--- src/rtl/fu_pkg.sv ---
package fu_pkg;
  localparam int unsigned DATA_W = 32;
  localparam int unsigned ADDR_W = 8;

  localparam logic [ADDR_W-1:0] OFS_IDENT = 8'h00;
  localparam logic [ADDR_W-1:0] OFS_LIVE  = 8'h04;
  localparam logic [ADDR_W-1:0] OFS_OPRES = 8'h08;
  localparam logic [ADDR_W-1:0] OFS_STAT  = 8'h20;
  localparam logic [ADDR_W-1:0] OFS_ISTAT = 8'h24;
  localparam logic [ADDR_W-1:0] OFS_IACK  = 8'h64;

  localparam int unsigned BUSY_BIT = 0;
  localparam int unsigned IEN_BIT  = 7;
  localparam logic [7:0]  IDENT_TAG = 8'hED;
endpackage

--- src/rtl/fu_engine.sv ---
module fu_engine #(
  parameter int unsigned W = 32
) (
  input  logic         clk,
  input  logic         rst_n,
  input  logic         start_i,
  input  logic [W-1:0] operand_i,
  output logic         busy_o,
  output logic         done_o,
  output logic [W-1:0] value_o
);
  logic [W-1:0] acc_q, cnt_q, value_q;
  logic         busy_q, done_q;
  logic         last_step;

  assign last_step = (cnt_q <= W'(1));

  always_ff @(posedge clk or negedge rst_n) begin
    if (!rst_n) begin
      acc_q   <= '0;
      cnt_q   <= '0;
      value_q <= '0;
      busy_q  <= 1'b0;
      done_q  <= 1'b0;
    end else begin
      done_q <= 1'b0;
      if (busy_q) begin
        if (last_step) begin
          value_q <= acc_q;
          busy_q  <= 1'b0;
          done_q  <= 1'b1;
        end else begin
          acc_q <= acc_q * cnt_q;
          cnt_q <= cnt_q - W'(1);
        end
      end else if (start_i) begin
        value_q <= operand_i;
        acc_q   <= W'(1);
        cnt_q   <= operand_i;
        busy_q  <= 1'b1;
      end
    end
  end

  assign busy_o  = busy_q;
  assign done_o  = done_q;
  assign value_o = value_q;


  busy_hold_chk: assert property (@(posedge clk) disable iff (!rst_n)
    (busy_q && !last_step) |=> busy_q);

  busy_write_ignored_chk: assert property (@(posedge clk) disable iff (!rst_n)
    (start_i && busy_q && !last_step) |=> $stable(value_q));

  done_follows_busy_chk: assert property (@(posedge clk) disable iff (!rst_n)
    $fell(busy_q) |-> done_q);

  done_single_chk: assert property (@(posedge clk) disable iff (!rst_n)
    done_q |=> !done_q);
endmodule

--- src/rtl/fu_irq.sv ---
module fu_irq #(
  parameter int unsigned NSRC = 8
) (
  input  logic            clk,
  input  logic            rst_n,
  input  logic [NSRC-1:0] set_i,
  input  logic            ack_we_i,
  input  logic [NSRC-1:0] ack_mask_i,
  output logic [NSRC-1:0] status_o,
  output logic            irq_o
);
  logic [NSRC-1:0] stat_q;

  for (genvar i = 0; i < NSRC; i++) begin : g_bit
    always_ff @(posedge clk or negedge rst_n) begin
      if (!rst_n)                          stat_q[i] <= 1'b0;
      else if (set_i[i])                   stat_q[i] <= 1'b1;
      else if (ack_we_i && ack_mask_i[i])  stat_q[i] <= 1'b0;
    end


    set_wins_chk: assert property (@(posedge clk) disable iff (!rst_n)
      set_i[i] |=> stat_q[i]);

    ack_clears_chk: assert property (@(posedge clk) disable iff (!rst_n)
      (ack_we_i && ack_mask_i[i] && !set_i[i]) |=> !stat_q[i]);
  end

  assign status_o = stat_q;
  assign irq_o    = |stat_q;
endmodule

--- src/rtl/fu_readmux.sv ---
module fu_readmux
  import fu_pkg::*;
#(
  parameter logic [7:0] VER_MAJOR = 8'h01,
  parameter logic [7:0] VER_MINOR = 8'h00
) (
  input  logic [ADDR_W-1:0] rd_addr_i,
  input  logic [DATA_W-1:0] live_i,
  input  logic [DATA_W-1:0] opres_i,
  input  logic              busy_i,
  input  logic              ien_i,
  input  logic [7:0]        istat_i,
  output logic [DATA_W-1:0] rd_data_o
);
  localparam logic [DATA_W-1:0] IDENT_WORD = {VER_MAJOR, VER_MINOR, 8'h00, IDENT_TAG};

  logic [DATA_W-1:0] stat_word;

  always_comb begin
    stat_word           = '0;
    stat_word[BUSY_BIT] = busy_i;
    stat_word[IEN_BIT]  = ien_i;
  end

  always_comb begin
    unique case (rd_addr_i)
      OFS_IDENT: rd_data_o = IDENT_WORD;
      OFS_LIVE:  rd_data_o = live_i;
      OFS_OPRES: rd_data_o = opres_i;
      OFS_STAT:  rd_data_o = stat_word;
      OFS_ISTAT: rd_data_o = {{(DATA_W-8){1'b0}}, istat_i};
      default:   rd_data_o = '0;
    endcase
  end
endmodule

--- src/rtl/factorial_unit.sv ---
module factorial_unit
  import fu_pkg::*;
#(
  parameter logic [7:0] VER_MAJOR = 8'h01,
  parameter logic [7:0] VER_MINOR = 8'h00
) (
  input  logic        clk,
  input  logic        rst_n,
  input  logic        wr_en,
  input  logic [7:0]  wr_addr,
  input  logic [31:0] wr_data,
  input  logic [7:0]  rd_addr,
  output logic [31:0] rd_data,
  output logic        done_pulse,
  output logic        irq
);
  localparam int unsigned NIRQ = 8;

  logic [DATA_W-1:0] live_q;
  logic              ien_q;
  logic              busy, done;
  logic [DATA_W-1:0] opres;
  logic [NIRQ-1:0]   istat, irq_set;
  logic              wr_live, wr_opres, wr_stat, wr_iack;

  assign wr_live  = wr_en && (wr_addr == OFS_LIVE);
  assign wr_opres = wr_en && (wr_addr == OFS_OPRES);
  assign wr_stat  = wr_en && (wr_addr == OFS_STAT);
  assign wr_iack  = wr_en && (wr_addr == OFS_IACK);

  always_ff @(posedge clk or negedge rst_n) begin
    if (!rst_n) begin
      live_q <= '0;
      ien_q  <= 1'b0;
    end else begin
      if (wr_live) live_q <= ~wr_data;
      if (wr_stat) ien_q  <= wr_data[IEN_BIT];
    end
  end

  fu_engine #(.W(DATA_W)) u_engine (
    .clk       (clk),
    .rst_n     (rst_n),
    .start_i   (wr_opres),
    .operand_i (wr_data),
    .busy_o    (busy),
    .done_o    (done),
    .value_o   (opres)
  );

  assign irq_set = {{(NIRQ-1){1'b0}}, done & ien_q};

  fu_irq #(.NSRC(NIRQ)) u_irq (
    .clk        (clk),
    .rst_n      (rst_n),
    .set_i      (irq_set),
    .ack_we_i   (wr_iack),
    .ack_mask_i (wr_data[NIRQ-1:0]),
    .status_o   (istat),
    .irq_o      (irq)
  );

  fu_readmux #(.VER_MAJOR(VER_MAJOR), .VER_MINOR(VER_MINOR)) u_rdmux (
    .rd_addr_i (rd_addr),
    .live_i    (live_q),
    .opres_i   (opres),
    .busy_i    (busy),
    .ien_i     (ien_q),
    .istat_i   (istat),
    .rd_data_o (rd_data)
  );

  assign done_pulse = done;


  live_inverts_chk: assert property (@(posedge clk) disable iff (!rst_n)
    wr_live |=> (live_q == ~$past(wr_data)));

  ien_stable_chk: assert property (@(posedge clk) disable iff (!rst_n)
    !wr_stat |=> $stable(ien_q));

  irq_latch_chk: assert property (@(posedge clk) disable iff (!rst_n)
    (done && ien_q) |=> irq);
endmodule

--- config.mk ---
export PLATFORM = sky130hd
export DESIGN_NAME = factorial_unit
export DESIGN_NICKNAME = d
export VERILOG_FILES = /design/src/rtl/fu_pkg.sv /design/src/rtl/fu_engine.sv /design/src/rtl/fu_irq.sv /design/src/rtl/fu_readmux.sv /design/src/rtl/factorial_unit.sv
export SDC_FILE = /design/constraint.sdc
export NUM_CORES = 1
export LEC_CHECK = 0
export BUFFER_PORTS_ARGS = -buffer_cell sky130_fd_sc_hd__buf_2
export CAP_MARGIN = 20
export CELL_PAD_IN_SITES_DETAIL_PLACEMENT = 0
export CELL_PAD_IN_SITES_GLOBAL_PLACEMENT = 1
export CORE_ASPECT_RATIO = 0.6
export CORE_UTILIZATION = 45
export CTS_BUF_LIST = sky130_fd_sc_hd__clkbuf_16
export CTS_CLUSTER_SIZE = 16
export DETAILED_ROUTE_END_ITERATION = 8
export GPL_TIMING_DRIVEN = 0
export PLACE_DENSITY = 0.79
export SYNTH_ARGS = -nofsm -noshare
export SYNTH_HDL_FRONTEND = slang
export SYNTH_HIERARCHICAL = 1
export SYNTH_SLANG_ARGS = --single-unit
--- constraint.sdc ---
create_clock -name clk -period 7.05 [get_ports clk]
set_input_delay 1.41 -clock clk [delete_from_list [all_inputs] [get_ports clk]]
set_output_delay 1.41 -clock clk [all_outputs]
set_load 0.03 [all_outputs]
==> Word-level counts from Yosys, hierarchy flattened <==
Index checks and enable logic that the tools add are counted.
{ "word_totals": {"regBits": 132, "output_inout_bits": 34, "wordCells": 49} }
{ "classes": {"addsub": 1, "mul": 1, "n_lt_le_gt_ge": 1, "n_eq_ne": 10, "n_mux": 16, "bitwise": 2, "n_reduce_logical": 10} }
{ "op_table": {"columns": ["cell", "count"], "rows": [
  ["2-to-1 mux 32 bit", 8],
  ["case mux 32 bit (5 select lines)", 1],
  ["less-or-equal comparator 32 x 1 -> 1 bit (second input constant)", 1],
  ["multiplier 32 x 32 -> 32 bit", 1],
  ["NOT 32 bit", 1],
  ["subtractor 32 x 1 -> 32 bit (second input constant)", 1],
  ["== test 8 x 6 -> 1 bit (second input constant)", 3],
  ["== test 8 x 3 -> 1 bit (second input constant)", 2],
  ["== test 8 x 4 -> 1 bit (second input constant)", 2],
  ["== test 8 x 7 -> 1 bit (second input constant)", 1],
  ["logical NOT 8 bit", 1],
  ["2-to-1 mux 1 bit", 7],
  ["logical AND 1 bit", 5],
  ["inequality test 2 bit (second input constant)", 2],
  ["AND reduction 2 bit", 2],
  ["nonzero test 2 bit", 2],
  ["AND 1 bit", 1]
]} }

==> Depth between registers and ports, before layout <==
Gate-level depths: netlist (run 1).
{ "logic_depth": {"ltp_word": 5, "ltp_mapped": 27, "mapped_depth_nobuf": 25} }

==> By module <==
Netlist (run 1), hierarchy kept.
{ "modules_own_cells": {"columns": ["module", "n_inst", "cells_per_inst", "area_each_um2"], "rows": [
  ["fu_engine", 1, 2251, 20477.1],
  ["factorial_unit", 1, 112, 1407.6],
  ["fu_readmux", 1, 100, 613.1],
  ["fu_irq", 1, 28, 314.1]
]} }

==> Least setup slack after synthesis (run 1) <==
Ideal clock, no wire load.
{ "synth_timing": {"path_type": "reg-to-reg", "startpoint": "register u_engine.cnt_q[6]", "endpoint": "register u_engine.acc_q[30]", "t_arrival_ps": 6589, "t_required_ps": 6967, "setup_slack_ps": 378, "path_stages_with_launch": 24, "path_buffers": 2, "synth_period_minus_slack_ps": 6672, "path_cell_list": "dfrtp_1 clkbuf_1 clkbuf_1 and2_1 fa_1 fa_1 fa_1 inv_1 fa_1 inv_1 fa_1 fa_1 fa_1 fa_1 ha_1 nand2_1 nor2_1 nand3_1 o31ai_1 a21oi_1 o311ai_0 a21oi_1 xor2_1 o21ai_0"} }
{ "synth_between": {"elab_chain_cells": 3, "word_cells_on_any_way": 6, "classes_between": "mul: 1; order compare: 1; eq/ne: 1; mux: 2; reduce/logical: 1"} }
{ "synth_lines": {"columns": ["element", "line", "source"], "rows": [
  ["start: declaration", "fu_engine.sv:12", "logic [W-1:0] acc_q, cnt_q, value_q;"],
  ["start signal: assignment", "fu_engine.sv:34", "cnt_q <= cnt_q - W'(1);"],
  ["start signal: assignment", "fu_engine.sv:39", "cnt_q <= operand_i;"],
  ["multiplier 32 x 32 -> 32 bit or less-or-equal comparator 32 x 1 -> 1 bit (tied branches)", "fu_engine.sv:33, fu_engine.sv:16", null],
  ["2-to-1 mux 32 bit or inequality test 2 bit (tied branches)", null, null],
  ["2-to-1 mux 32 bit or AND reduction 2 bit (tied branches)", null, null],
  ["end signal: assignment", "fu_engine.sv:33", "acc_q <= acc_q * cnt_q;"],
  ["end: declaration", "fu_engine.sv:12", null]
]} }
Parallel ways exist; a longest one is shown, timed or not. The select of a mux whose other input is x is not followed.
A chain may end at the register's enable or synchronous reset.

==> Worst setup path in the final report (run 1) <==
{ "layout_timing": {"startpoint": "register u_engine.cnt_q[5]", "endpoint": "register u_engine.acc_q[30]"} }
The elaborated chain is that of the path after synthesis.

==> results.yml, run 1 <==
critical_path:
  timing.rr.end: "u_engine/acc_q[30]"
  crit_fanout: 4
  r2r_start: "u_engine/cnt_q[5]"
  rr_worst_depth: 23
  required_ns: 7.37
  start_kind: "flip-flop"
  cp-end-kind: "flip-flop"
  rrSetupSlack_ns: -0.15
  arrival_ns: 7.52
  critPathKind: "reg -> reg"
synthesis:
  synth_compound_area_frac: 0.0728
  synthSimpleGateAreaFrac: 0.185
  synthFlopType: "dfrtp_1"
  synth_adder_area_share: 0.427
  yosysWarnings: 6
  synth_edf_count: 0
  avgSynthCellArea_um2: 9.16
  synth_cell_types: 71
  synth-xor-area-share: 0.0330
  synth_seq_cells: 139
  synth_top_family_by_area: "adder cells"
  synthMuxAreaShare: 0.0299
  ys_seq_area_frac: 0.152
  ys_async_sr_fraction: 1.00
  netlist_area_mm2: 0.0228
  synthCells: 2491
place:
  dp_slack_ns: -2.06
  portBuffers: 83
  hpwl_mm: 73.4
  gp_congestion: 1.02
cells_and_area:
  fill_cells: 4503
  drive_above_1_share: 0.161
  regArea_mm2: 0.00354
  final_nets: 3247
  multiInputGateArea_mm2: 0.0176
  area_growth_pct: 16.6
detailed_routing:
  drt-total-wl_mm: 94.9
  drtAntennaViolNets: 0
  drc: 0
  firstDrtPassIters: 6
  viasPerCell: 5.84
  drtIter0Drc: 2675
  vias: 19646
  wire_per_inst_um: 28.2
worst_hold_path:
  hold_class: "reg -> reg"
  whs_path_depth: 2
  min_to: "u_engine/value_o[24]"
  min_from: "u_engine/value_o[24]"
die:
  die_w_um: 293
  num_rows: 63
  core_mm2: 0.0497
  initial_core_util: 0.459
  die_y_um: 176
  pin_count: 85
  die_area_mm2: 0.0516
clock_network:
  cts_tree: "built"
  cts.reportedPaths.clkPinSlew_ns: 0.07
  insertion_delay_ns: 0.44
  clockBufferDepth: 2
  root_buffer: "clkbuf_16"
  cts_buffers: 17
  htree_num_levels: 4
  cts.sinks: 139
  cts_hold_buf: 0
global_routing:
  grt_max_degree: 81
  grt_usage: 0.377
  overflow: 0
  grt_antenna_before_repair: 10
  grt_pass1_wl_mm: 137
  grt_pass1_vias: 19557
timing:
  slew_headroom: 0.289
  finalSetupViolCount: 3
  rsz0062_at_grt: "yes"
  fin_ws_ns: -0.155
  clock.fmax_mhz: 139
  clock_skew_ns: 0.0162
  tightest_slew_ns: 1.07
  drv_slew: 0
  period_share: 1.02
  fin_crit_ns: 7.20
  hold_viol_final: 0
  totalNegativeSetupSlack_ns: -0.217
run_status:
  failed_checks: "negative setup slack"
  status: "finished, violations left"
job:
  cap_violations: 0
-- worst max-delay path: stages (launching register included) --
cell and delay, ns:
dfrtp_4 0.57, buf_6 0.18, and2_1 0.18, fa_2 0.57, fa_1 0.42, fa_1 0.49, inv_1 0.05, fa_1 0.53
inv_1 0.05, fa_1 0.50, fa_1 0.45, fa_1 0.57, fa_2 0.50, ha_4 0.31, nand2_2 0.07, nor2_4 0.14
nand3_4 0.15, nor3_4 0.24, a21oi_2 0.10, buf_12 0.15, o311ai_4 0.37, a21oi_2 0.11, xor2_1 0.25, o21ai_1 0.10
-- cells by family after synthesis --
kind of cell             count (synthesis)
AO/OA/AOI/OAI                          263
XOR/XNOR                                86
adder cells (fa/ha/maj)                533
buffers and inverters                  583
flip-flops                             139
multiplexers                            68
other                                    1
AND/OR/NAND/NOR                        818
-- worst max-delay path by stage --
stage / end / start
2_1_floorplan: u_engine/acc_q[30] / u_engine/cnt_q[6]
3_3_place_gp: u_engine/acc_q[30] / u_engine/acc_q[15]
3_5_place_dp: u_engine/acc_q[30] / u_engine/acc_q[15]
4_1_cts: u_engine/acc_q[22] / u_engine/cnt_q[6]
5_1_grt: u_engine/acc_q[30] / u_engine/acc_q[22]
6_report: u_engine/acc_q[30] / u_engine/cnt_q[5]
-- state kept, by name, indices dropped and copies added, names as in the netlist --
name	flops
u_engine/value_o	32
u_engine/acc_q	32
u_engine/busy_o	1
u_engine/done_o	1
u_irq/status_o	8
ien_q	1
live_q	32
u_engine/cnt_q	32
-- cell type report --
cell class                      count  area share
Tap cell                          682      0.0321
Antenna cell                        8    0.000752
Buffer                            138      0.0470
Multi-Input combinational cell   1775       0.661
Clock buffer                       17      0.0160
Clock inverter                     15     0.00541
Inverter                          424      0.0598
Sequential cell                   139       0.133
Timing Repair Buffer              168      0.0447
-- Yosys cell counts, types with 4 or more instances --
cell       instances  area share
a211oi_1           5      0.0016
a21o_1            26      0.0086
a21oi_1           54       0.012
a22o_1             6      0.0023
a22oi_1           25      0.0082
a2bb2oi_1          4      0.0015
a31oi_1            7      0.0019
and2_1           312       0.086
buf_1              4     0.00066
buf_2             11      0.0024
buf_6              9      0.0044
clkbuf_1         132       0.022
dfrtp_1          139        0.15
fa_1             408        0.36
ha_1             125       0.069
inv_1            422       0.069
mux2i_1           67       0.029
nand2_1          319       0.052
nand2b_1          15      0.0041
nand3_1           36      0.0079
nor2_1            55      0.0091
nor2b_1           10      0.0027
nor3_1            15      0.0033
nor4_1            13      0.0036
o211ai_1           5      0.0016
o21a_1             8      0.0026
o21ai_0           82       0.018
o21ai_1            4     0.00088
o22ai_1            9      0.0025
o311ai_0           4      0.0015
o31ai_1            5      0.0016
or3_1              6      0.0016
or4_1              6      0.0020
xnor2_1           62       0.024
xor2_1            24      0.0092
-- per-layer routing --
| metal | GRT usage | share of wire |
|---|---|---|
| met1 | 0.567 | 0.44 |
| met2 | 0.461 | 0.36 |
| met3 | 0.194 | 0.18 |
| met4 | 0.0884 | 0.027 |
| met5 | 0 | 0.00073 |
-- timing repair --
action | 4_1_cts | 5_1_grt
setup buffers | 41 | 41
pin swaps | 31 | 52
resized for setup | 284 | 105
setup endpoints to repair | 19 | 16
cloned | 0 | 1
-- through the flow --
stage,area [µm²],instances,utilization,hold slack [ns]
floorplan,22800,2497,-,0.450
CTS,26000,3322,0.523,0.491
global route,26600,3359,0.535,0.515
global placement,24100,3262,0.485,0.470
finish,26600,3366,0.535,0.491
detailed placement,24200,3265,0.486,0.476
-- cell usage in the layout, fill, tap and decap left out, types with 46 or more instances in the layout --
cell     synthesis  layout
ha_1           125     114
o21ai_0         82      75
buf_2           11      94
and2_1         312     304
nand2_1        319     314
buf_4            3      80
inv_1          422     421
mux2i_1         67      67
nor2_1          55      49
xnor2_1         62      58
a21oi_1         54      46
fa_1           408     392
dfrtp_1        139     109
Power of run 1 is not shown: default switching activity piles up to over one toggle a cycle in this logic, so the estimate is an artifact.
==> run 2, diff against run 1 <==
--- a/config.mk
+++ b/config.mk
@@ -7,16 +7,15 @@
 export LEC_CHECK = 0
 export BUFFER_PORTS_ARGS = -buffer_cell sky130_fd_sc_hd__buf_2
 export CAP_MARGIN = 20
-export CELL_PAD_IN_SITES_DETAIL_PLACEMENT = 0
-export CELL_PAD_IN_SITES_GLOBAL_PLACEMENT = 1
+export CELL_PAD_IN_SITES_DETAIL_PLACEMENT = 1
+export CELL_PAD_IN_SITES_GLOBAL_PLACEMENT = 2
 export CORE_ASPECT_RATIO = 0.6
-export CORE_UTILIZATION = 45
+export CORE_UTILIZATION = 42
 export CTS_BUF_LIST = sky130_fd_sc_hd__clkbuf_16
 export CTS_CLUSTER_SIZE = 16
 export DETAILED_ROUTE_END_ITERATION = 8
 export GPL_TIMING_DRIVEN = 0
-export PLACE_DENSITY = 0.79
+export PLACE_DENSITY = 0.85
 export SYNTH_ARGS = -nofsm -noshare
 export SYNTH_HDL_FRONTEND = slang
-export SYNTH_HIERARCHICAL = 1
 export SYNTH_SLANG_ARGS = --single-unit
==> constraint.sdc (replaced) <==
create_clock -name clk -period 6.8 [get_ports clk]
set_input_delay 1.36 -clock clk [delete_from_list [all_inputs] [get_ports clk]]
set_output_delay 1.36 -clock clk [all_outputs]
set_load 0.03 [all_outputs]
==> results.yml, run 2 <==
synthesis:
  yosysWarnings: 0
  ys_async_sr_fraction: 1.00
  netlist_area_mm2: 0.0221
  avgSynthCellArea_um2: 9.17
  synth_edf_count: 0
  syn_nets: 2998
  yosys.area.top_type: "fa_1"
  synth_cell_types: 66
  synth_top_area_share: 0.369
  synthTopCellsByCount: "408 x fa_1, 389 x inv_1, 314 x and2_1"
  synthTopCellsByArea: "fa_1 37%, dfrtp_1 15%, and2_1 8.9%"
  synthFlopType: "dfrtp_1"
  synthCells: 2414
  synth.most_common_cell: "fa_1"
  ys_seq_area_frac: 0.149
  synth_seq_cells: 132
detailed_routing:
  drc: 0
  firstDrtPassIters: 6
  drt-total-wl_mm: 96.6
  viasPerCell: 5.82
  wire_per_inst_um: 29.6
  vias: 19003
  drtIter0Drc: 1984
  drtAntennaViolNets: 0
critical_path:
  cp-end-kind: "flip-flop"
  critPathKind: "reg -> reg"
  cp_slowest_stage_delay_ns: 0.95
  arrival_ns: 7.63
  crit_family: "adder cells"
  required_ns: 7.18
  cp_slowest_cell: "clkbuf_1"
  crit_chain: "clkbuf_1 > clkbuf_1 > nand2_1 > fa_1 > fa_1 > inv_1 > fa_1 > fa_2 > fa_1 > fa_2 > ha_1 > and4_4 > nor3_4 > o21ai_2 > buf_4 > o21a_1 > o21a_1 > o21a_1 > o31ai_2"
  crit_buf_inv: 4
  start_kind: "flip-flop"
  rrSetupSlack_ns: -0.45
  crit_fanout: 11
  path_common_cell: "fa_1"
global_routing:
  grt_pass1_vias: 20207
  grt_pass1_wl_mm: 141
  grt_antenna_before_repair: 9
  overflow: 0
  grt_max_degree: 91
  grt_usage: 0.368
die:
  die_area_mm2: 0.0537
  initial_core_util: 0.430
  core_mm2: 0.0515
  pin_count: 85
  num_rows: 64
  die_w_um: 298
  die_y_um: 180
run_status:
  status: "finished, violations left"
  failed_checks: "negative setup slack"
clock_network:
  cts_buffers: 17
  insertion_delay_ns: 0.46
  cts.reportedPaths.clkPinSlew_ns: 0.07
  root_buffer: "clkbuf_16"
  cts_hold_buf: 0
  cts.sinks: 132
  cts_tree: "built"
  htree_num_levels: 4
  clockBufferDepth: 2
timing:
  drv_slew: 0
  fin_crit_ns: 7.25
  fin_ws_ns: -0.454
  hold_viol_final: 0
  rsz0062_at_grt: "yes"
  period_share: 1.07
  clock_skew_ns: 0.0119
  tightest_slew_ns: 1.20
  totalNegativeSetupSlack_ns: -3.14
  finalSetupViolCount: 12
  clock.fmax_mhz: 138
  slew_headroom: 0.199
worst_hold_path:
  hold_class: "reg -> reg"
cells_and_area:
  drive_above_1_share: 0.152
  area_growth_pct: 14.7
  final_common_cell: "fa_1"
  mostFrequentLayoutCells: "395 x fa_1, 387 x inv_1, 309 x nand2_1, 309 x and2_1, 115 x ha_1"
  final_nets: 3136
job:
  cap_violations: 0
place:
  portBuffers: 83
  hpwl_mm: 76.8
  gp_congestion: 0.997
[run 2: cell count changes in the layout (fill, tap and decap cells not counted), moves of 13 or more]
cell,before,now
mux2i_1,67,37
o21ai_0,75,62
a21oi_1,46,62
a22oi_1,25,2
a21o_1,26,8
buf_4,80,60
a22o_1,6,30
inv_1,421,387
nor2_1,49,63
[run 2: routing by layer]
| metal | GRT usage | vias to the layer above | share of wire |
|---|---|---|---|
| met5 | 0 | - | 0.00014 |
| met4 | 0.101 | 2 | 0.029 |
| met3 | 0.158 | 160 | 0.15 |
| met2 | 0.470 | 1107 | 0.38 |
| met1 | 0.554 | 10013 | 0.45 |
| li1 | - | 7721 | - |
[run 2: per-stage QoR]
stage | utilization | area, µm² | hold WS (ns) | setup WS, ns | instances
2_1_floorplan | - | 22100 | 0.441 | 0.00521 | 2414
3_3_place_gp | 0.455 | 23400 | 0.454 | -2.72 | 3190
3_5_place_dp | 0.457 | 23500 | 0.470 | -1.94 | 3195
4_1_cts | 0.485 | 25000 | 0.486 | -0.372 | 3238
5_1_grt | 0.493 | 25400 | 0.517 | -0.530 | 3258
6_report | 0.493 | 25400 | 0.484 | -0.454 | 3265
[run 2: area by class of cell]
class                      instances  area [µm²]
antenna                            7        17.5
buffer                           131        1000
clock buffer                      17         425
clock inverter                    15         149
fill                            5926       26100
inverter                         390        1460
multi-input combinational       1737       17100
sequential                       132        3360
tap                              693         867
timing repair buffer             143         967
[run 2: logic make-up (layout without fill, tap and decap cells)]
group | count (synthesis) | in the layout | share of synthesized area
AOI/OAI and AO/OA | 269 | 269 | 0.0784
xor gates and xnor gates | 78 | 78 | 0.0315
adders and majority gates | 533 | 533 | 0.440
buffers and inverters | 545 | 696 | 0.0955
DFF | 132 | 132 | 0.149
muxes | 37 | 37 | 0.0167
other | 0 | 7 | 0
and+or+nand+nor | 820 | 820 | 0.189
[run 2: path summary, 6_finish.rpt]
| kind | from | to | cells past startpoint |
|---|---|---|---|
| worst min-delay path | live_q[21] | live_q[21] | 2 |
| min in group asynchronous | rst_n | live_q[24] | 1 |
| worst max register to register | u_engine.cnt_q[0] | u_engine.acc_q[27] | 19 |
| worst max-delay path | u_engine.cnt_q[0] | u_engine.acc_q[27] | 19 |
| worst min register to register | live_q[21] | live_q[21] | 2 |
| max in group asynchronous | rst_n | u_engine.acc_q[16] | 2 |
[run 2: worst reg2reg max path: cells and delay by family, from the launching register on]
family                     cells  cell delay, ns
adders and majority gates      7            3.52
buffers and inverters          4            1.77
AOI/OAI and AO/OA              5            0.90
and+or+nand+nor                3            0.65
DFF                            1            0.35
[run 2: what timing repair did]
item,4_1_cts,5_1_grt
endpoints found under the setup margin,21,17
cloned,0,1
pin swaps,49,43
setup buffers,32,24
gates resized for setup,236,98
Power of run 2 is left out for the same reason.
